## config.mk

```make
export PLATFORM = sky130hd
export DESIGN_NAME = eprom_rd_ctrl
export DESIGN_NICKNAME = d
export VERILOG_FILES = /design/src/rtl/eprom_rd_pkg.sv /design/src/rtl/eprom_rd_ctl.sv /design/src/rtl/eprom_rd_dp.sv /design/src/rtl/eprom_rd_ctrl.sv
export SDC_FILE = /design/constraint.sdc
export NUM_CORES = 1
export LEC_CHECK = 0
export BUFFER_PORTS_ARGS = -buffer_cell sky130_fd_sc_hd__buf_2
export CAP_MARGIN = 20
export CELL_PAD_IN_SITES_DETAIL_PLACEMENT = 0
export CELL_PAD_IN_SITES_GLOBAL_PLACEMENT = 1
export CORE_ASPECT_RATIO = 0.75
export CORE_UTILIZATION = 31
export CTS_BUF_LIST = sky130_fd_sc_hd__clkbuf_16
export DETAILED_ROUTE_END_ITERATION = 6
export PLACE_DENSITY = 0.73
export RECOVER_POWER = 25
export SYNTH_ARGS = -nofsm -noshare
export SYNTH_HDL_FRONTEND = slang
export SYNTH_SLANG_ARGS = --single-unit
```

## constraint.sdc

```tcl
create_clock -name clk -period 1.5 [get_ports clk]
set_input_delay 0.225 -clock clk [delete_from_list [all_inputs] [get_ports clk]]
set_output_delay 0.225 -clock clk [all_outputs]
set_load 0.005 [all_outputs]
```

## src/rtl/eprom_rd_pkg.sv

```systemverilog
package eprom_rd_pkg;

  typedef enum logic [1:0] {
    ST_SLEEP  = 2'd0,
    ST_IDLE   = 2'd1,
    ST_ACCESS = 2'd2,
    ST_FLOAT  = 2'd3
  } rdState_t;

  // strobes from control to datapath
  typedef struct packed {
    logic load;     // latch address, select device
    logic sleep;    // deselect device (standby)
    logic oeLow;    // open output gate
    logic capture;  // sample data, close gate, pulse done
  } rdStrobe_t;

  // ceil(timeNs / periodNs), never below one cycle
  function automatic int cyclesFor(input int timeNs, input int periodNs);
    int c;
    c = (timeNs + periodNs - 1) / periodNs;
    return (c < 1) ? 1 : c;
  endfunction

endpackage

```

## src/rtl/eprom_rd_ctl.sv

```systemverilog
module eprom_rd_ctl
  import eprom_rd_pkg::*;
#(
  parameter int WAIT_CYC = 3,
  parameter int OE_CYC   = 2,
  parameter int FLT_CYC  = 2,
  parameter int IDLE_CYC = 16
) (
  input  logic      clk,
  input  logic      rstN,
  input  logic      reqValid,
  output logic      reqReady,
  output rdStrobe_t strb
);

  localparam int OE_LEAD = WAIT_CYC - OE_CYC;
  localparam int MAX_A   = (WAIT_CYC > FLT_CYC) ? WAIT_CYC : FLT_CYC;
  localparam int MAX_C   = (MAX_A > IDLE_CYC) ? MAX_A : IDLE_CYC;
  localparam int CNT_W   = $clog2(MAX_C + 1);
  localparam logic [CNT_W-1:0] WAIT_LAST = CNT_W'(WAIT_CYC - 1);
  localparam logic [CNT_W-1:0] FLT_LAST  = CNT_W'(FLT_CYC - 1);
  localparam logic [CNT_W-1:0] IDLE_LAST = CNT_W'(IDLE_CYC - 1);
  localparam logic [CNT_W-1:0] OE_MARK   = CNT_W'(OE_LEAD);

  rdState_t         state, nState;
  logic [CNT_W-1:0] cnt, nCnt;
  logic             oeAtLoad;

  generate
    if (OE_LEAD == 0) begin : g_oe_at_load
      assign oeAtLoad = 1'b1;
    end else begin : g_oe_late
      assign oeAtLoad = 1'b0;
    end
  endgenerate

  assign reqReady = (state == ST_SLEEP) || (state == ST_IDLE);

  always_comb begin
    strb   = '0;
    nState = state;
    nCnt   = cnt;
    case (state)
      ST_SLEEP, ST_IDLE: begin
        if (reqValid) begin
          strb.load  = 1'b1;
          strb.oeLow = oeAtLoad;
          nState     = ST_ACCESS;
          nCnt       = '0;
        end else if (state == ST_IDLE) begin
          if (cnt == IDLE_LAST) begin
            strb.sleep = 1'b1;
            nState     = ST_SLEEP;
            nCnt       = '0;
          end else begin
            nCnt = cnt + 1'b1;
          end
        end
      end
      ST_ACCESS: begin
        if (cnt == WAIT_LAST) begin
          strb.capture = 1'b1;
          nState       = ST_FLOAT;
          nCnt         = '0;
        end else begin
          nCnt       = cnt + 1'b1;
          strb.oeLow = (cnt + 1'b1) == OE_MARK;
        end
      end
      default: begin
        if (cnt == FLT_LAST) begin
          nState = ST_IDLE;
          nCnt   = '0;
        end else begin
          nCnt = cnt + 1'b1;
        end
      end
    endcase
  end

  always_ff @(posedge clk) begin
    if (!rstN) begin
      state <= ST_SLEEP;
      cnt   <= '0;
    end else begin
      state <= nState;
      cnt   <= nCnt;
    end
  end

  AST_WAIT_BOUND: assert property (@(posedge clk) disable iff (!rstN)
    (state == ST_ACCESS) |-> (cnt <= WAIT_LAST));

endmodule

```

## src/rtl/eprom_rd_dp.sv

```systemverilog
module eprom_rd_dp
  import eprom_rd_pkg::*;
#(
  parameter int ADDR_W = 16,
  parameter int DATA_W = 8
) (
  input  logic              clk,
  input  logic              rstN,
  input  rdStrobe_t         strb,
  input  logic [ADDR_W-1:0] reqAddr,
  input  logic [DATA_W-1:0] memData,
  output logic [ADDR_W-1:0] memAddr,
  output logic              memCeN,
  output logic              memOeN,
  output logic              rspValid,
  output logic [DATA_W-1:0] rspData
);

  always_ff @(posedge clk) begin
    if (!rstN) begin
      memAddr  <= '0;
      memCeN   <= 1'b1;
      memOeN   <= 1'b1;
      rspValid <= 1'b0;
      rspData  <= '0;
    end else begin
      rspValid <= strb.capture;
      if (strb.load) begin
        memAddr <= reqAddr;
        memCeN  <= 1'b0;
      end else if (strb.sleep) begin
        memCeN  <= 1'b1;
      end
      if (strb.capture) begin
        memOeN  <= 1'b1;
        rspData <= memData;
      end else if (strb.oeLow) begin
        memOeN  <= 1'b0;
      end
    end
  end

  AST_GATE_NEEDS_SELECT: assert property (@(posedge clk) disable iff (!rstN)
    !memOeN |-> !memCeN);
  AST_DONE_ONE_CYCLE: assert property (@(posedge clk) disable iff (!rstN)
    rspValid |=> !rspValid);

endmodule

```

## src/rtl/eprom_rd_ctrl.sv

```systemverilog
module eprom_rd_ctrl
  import eprom_rd_pkg::*;
#(
  parameter int ADDR_W     = 16,
  parameter int DATA_W     = 8,
  parameter int CLK_NS     = 20,
  parameter int T_ACC_NS   = 45,
  parameter int T_OE_NS    = 25,
  parameter int T_FLOAT_NS = 25,
  parameter int IDLE_CYC   = 16
) (
  input  logic              clk,
  input  logic              rstN,
  input  logic              reqValid,
  output logic              reqReady,
  input  logic [ADDR_W-1:0] reqAddr,
  output logic              rspValid,
  output logic [DATA_W-1:0] rspData,
  output logic [ADDR_W-1:0] memAddr,
  output logic              memCeN,
  output logic              memOeN,
  input  logic [DATA_W-1:0] memData
);

  localparam int ACC_CYC  = cyclesFor(T_ACC_NS, CLK_NS);
  localparam int OE_CYC   = cyclesFor(T_OE_NS, CLK_NS);
  localparam int FLT_CYC  = cyclesFor(T_FLOAT_NS, CLK_NS);
  localparam int WAIT_CYC = (ACC_CYC > OE_CYC) ? ACC_CYC : OE_CYC;

  rdStrobe_t strb;

  eprom_rd_ctl #(
    .WAIT_CYC(WAIT_CYC),
    .OE_CYC  (OE_CYC),
    .FLT_CYC (FLT_CYC),
    .IDLE_CYC(IDLE_CYC)
  ) u_ctl (
    .clk     (clk),
    .rstN    (rstN),
    .reqValid(reqValid),
    .reqReady(reqReady),
    .strb    (strb)
  );

  eprom_rd_dp #(
    .ADDR_W(ADDR_W),
    .DATA_W(DATA_W)
  ) u_dp (
    .clk     (clk),
    .rstN    (rstN),
    .strb    (strb),
    .reqAddr (reqAddr),
    .memData (memData),
    .memAddr (memAddr),
    .memCeN  (memCeN),
    .memOeN  (memOeN),
    .rspValid(rspValid),
    .rspData (rspData)
  );

  AST_ACCEPT_SELECTS: assert property (@(posedge clk) disable iff (!rstN)
    (reqValid && reqReady) |=> (!memCeN && !reqReady));
  AST_BUSY_ADDR_HOLD: assert property (@(posedge clk) disable iff (!rstN)
    !reqReady |=> $stable(memAddr));
  AST_READY_GATE_SHUT: assert property (@(posedge clk) disable iff (!rstN)
    reqReady |-> memOeN);

endmodule

```

==> metrics.yaml <==
status: "completed"
period_share_pct: 97.67
final_hold_viol_count: 0
power_density_nw_per_um2: 1145
critical_path_class: "register to register"
vias_per_cell: 4.495
dpl_worst_slack_ns: -0.09041
syn_to_final_growth_pct: 42.07
ys_seq_elements: 34
yosysTopAreaCell: "dfxtp_1"
max_slew.worst_pin.slew_ns: 0.3762
synth_fp_nets: 198
syn_inst: 165
clk_pin_slew_worst_paths_ns: 0.05
final_util_pct: 45.69
vias: 1308
hold_class: "input pin to register"
die_area_um2: 4913
synth_compound_area_share_pct: 13.76
power_switching_uw: 582.5
ir_drop_mv: 0.4692
grt_pass1_wl_mm: 4.850
cts_root_buf: "clkbuf_16"
synth_mux_area_share_pct: 6.359
synthXorXnorAreaFrac_pct: 1.220
cp_max_fo: 5
synth_adder_area_share_pct: 5.226
synth_top_family_by_area: "simple AND/OR/NAND/NOR gates"
cts_max_path_buffers: 2
maxCapViolCount: 0
finClkSkew_ns: 0.003122
drt.antenna.violating_nets: 0
grt_antenna_before_repair: 0
initial_core_util_pct: 32.16
cp_data_arrival_time_ns: 1.68
crit_required_ns: 1.72
wl_per_cell_um: 11.52
avgSynthCellArea_um2: 8.705
synth.yosys.seq_area_share_pct: 47.39
yosysWarningCount: 0
track_usage_pct: 13.39
drc: 0
leakage_uw: 0.0009708
first_global_vias: 1055
clkSinkCount: 34
ys_types: 32
drt_iter0_drc: 63
dp_hpwl_mm: 2.297
async_flop_share_pct: 0
dieHeight_um: 60.95
final-setup-viol-count: 0
port_buffers: 54
setup_slack_ns: 0.03499
cts_made_buffers: 5
holdBufCountCts: 0
startpoint_type: "register"
pin_count: 55
placementRows: 21
pwr-share-seq_pct: 44.2
fin_nets: 266
drive_gt1_share_pct: 34.19
layout_commonest_cell: "buf_2"
core_um2: 4467
max_slew_margin_pct: 74.27
internal_power_uw: 1753
drtPass1Iterations: 4
combinationalPowerShare_pct: 15.2
cp-end-kind: "register"
cts_tree: "built"
fmax_mhz: 682.6
diodes: 0
sw_frac_of_total_pct: 24.94
final_cell_mix: "buf_2 (45), nand2_1 (37), dfxtp_1 (32)"
clkPwrFrac_pct: 40.6
synth_edf_count: 0
yosys.area_share.simple_pct: 19.86
grt_max_degree: 27
synthFlopType: "dfxtp_1"
synthTopCellsByArea: "dfxtp_1 (47%), nand2_1 (9.7%), a21oi_1 (7.0%)"
fill_cells: 455
grt_remaining_overflow: 0
totalWireLength_mm: 3.352
synth_area_um2: 1436
place_congestion: 0.8091
htree_levels: 2
die_w_um: 80.60
clock_latency_ns: 0.27
slew_viol_final: 0
fin_crit_ns: 1.465
netlist.area_leader.share_pct: 47.39
## flip-flops by register name, indices dropped and copies added (netlist names)
signal         count
u_ctl.cnt          5
u_ctl.state        2
u_dp.memAddr      16
u_dp.memCeN        1
u_dp.memOeN        1
u_dp.rspData       8
u_dp.rspValid      1
## final timing paths
check	startpoint	to	slack, ns	depth (start not counted)
worst min-delay path	memData[0]	u_dp.rspData[0]	0.18	3
worst min register to register	u_dp.memAddr[5]	u_dp.memAddr[5]	0.45	2
worst max register to register	u_ctl.cnt[0]	u_ctl.cnt[2]	0.03	6
worst max-delay path	u_ctl.cnt[0]	u_ctl.cnt[2]	0.03	6
## logic make-up after synthesis
kind of cell,Yosys count
AOI/OAI and AO/OA,34
DFF,34
muxes,9
buffers and inverters,16
and+or+nand+nor,64
xor gates and xnor gates,2
adders and majority gates,6
## worst max-delay path, cell delays in order, from the launching register on
cell and delay, ns:
dfxtp_4 0.37, inv_1 0.06, ha_1 0.23, mux2_4 0.30, a21boi_4 0.20, a2bb2oi_2 0.17
a21o_1 0.09
## synth_stat cells (all sizes together), types with 2 or more instances
master / n
xor2: 2
nor2: 13
o21ai: 6
dfxtp: 34
a21oi: 20
mux2i: 8
nor3: 2
nor2b: 2
a2bb2oi: 2
inv: 8
ha: 6
buf: 6
nand3: 2
clkbuf: 2
and2: 2
a21o: 2
nand2: 37
## power groups by stage
stage,logic (uW),clock network [uW],registers (uW)
floorplan,183,0,1030
global placement,341,0,1030
detailed placement,342,0,1030
CTS,345,965,1020
global route,404,1020,1040
finish,355,948,1030
## metrics by stage
step | std cells | cell area (um^2) | power, uW | setup TNS [ns] | hold slack (ns)
after floorplan | 165 | 1440 | 1215 | 0 | 0.3012
after global placement | 281 | 1833 | 1375 | -0.1620 | 0.4390
after detailed placement | 281 | 1833 | 1377 | -0.2261 | 0.4448
after CTS | 289 | 1974 | 2330 | 0 | 0.1806
after global routing | 291 | 2041 | 2462 | -0.04106 | 0.1946
final | 291 | 2041 | 2336 | 0 | 0.1827
## routing by layer
layer	vias up	track usage (%)	part of all wire, %
li1	687	-	-
met1	577	18.62	51
met2	39	19.01	41
met3	5	4.511	6.4
met4	0	5.357	1.1
met5	-	0	0
## cell type report
type	count	area, um^2	share of cell area (%)
clock inverters	3	12.51	0.6131
inverters	8	30.03	1.471
clock buffers	5	125.1	6.131
multi-input cells	115	729.5	35.74
flip-flops and latches	34	688.2	33.72
repair buffers	69	384.1	18.82
well taps	57	71.32	3.495
## timing repair
item | in CTS | in global routing
pin swaps | 0 | 3
setup buffers | 0 | 2
setup endpoints to repair | 4 | 5
resized for setup | 2 | 14
(Power assumes the default switching activity.)
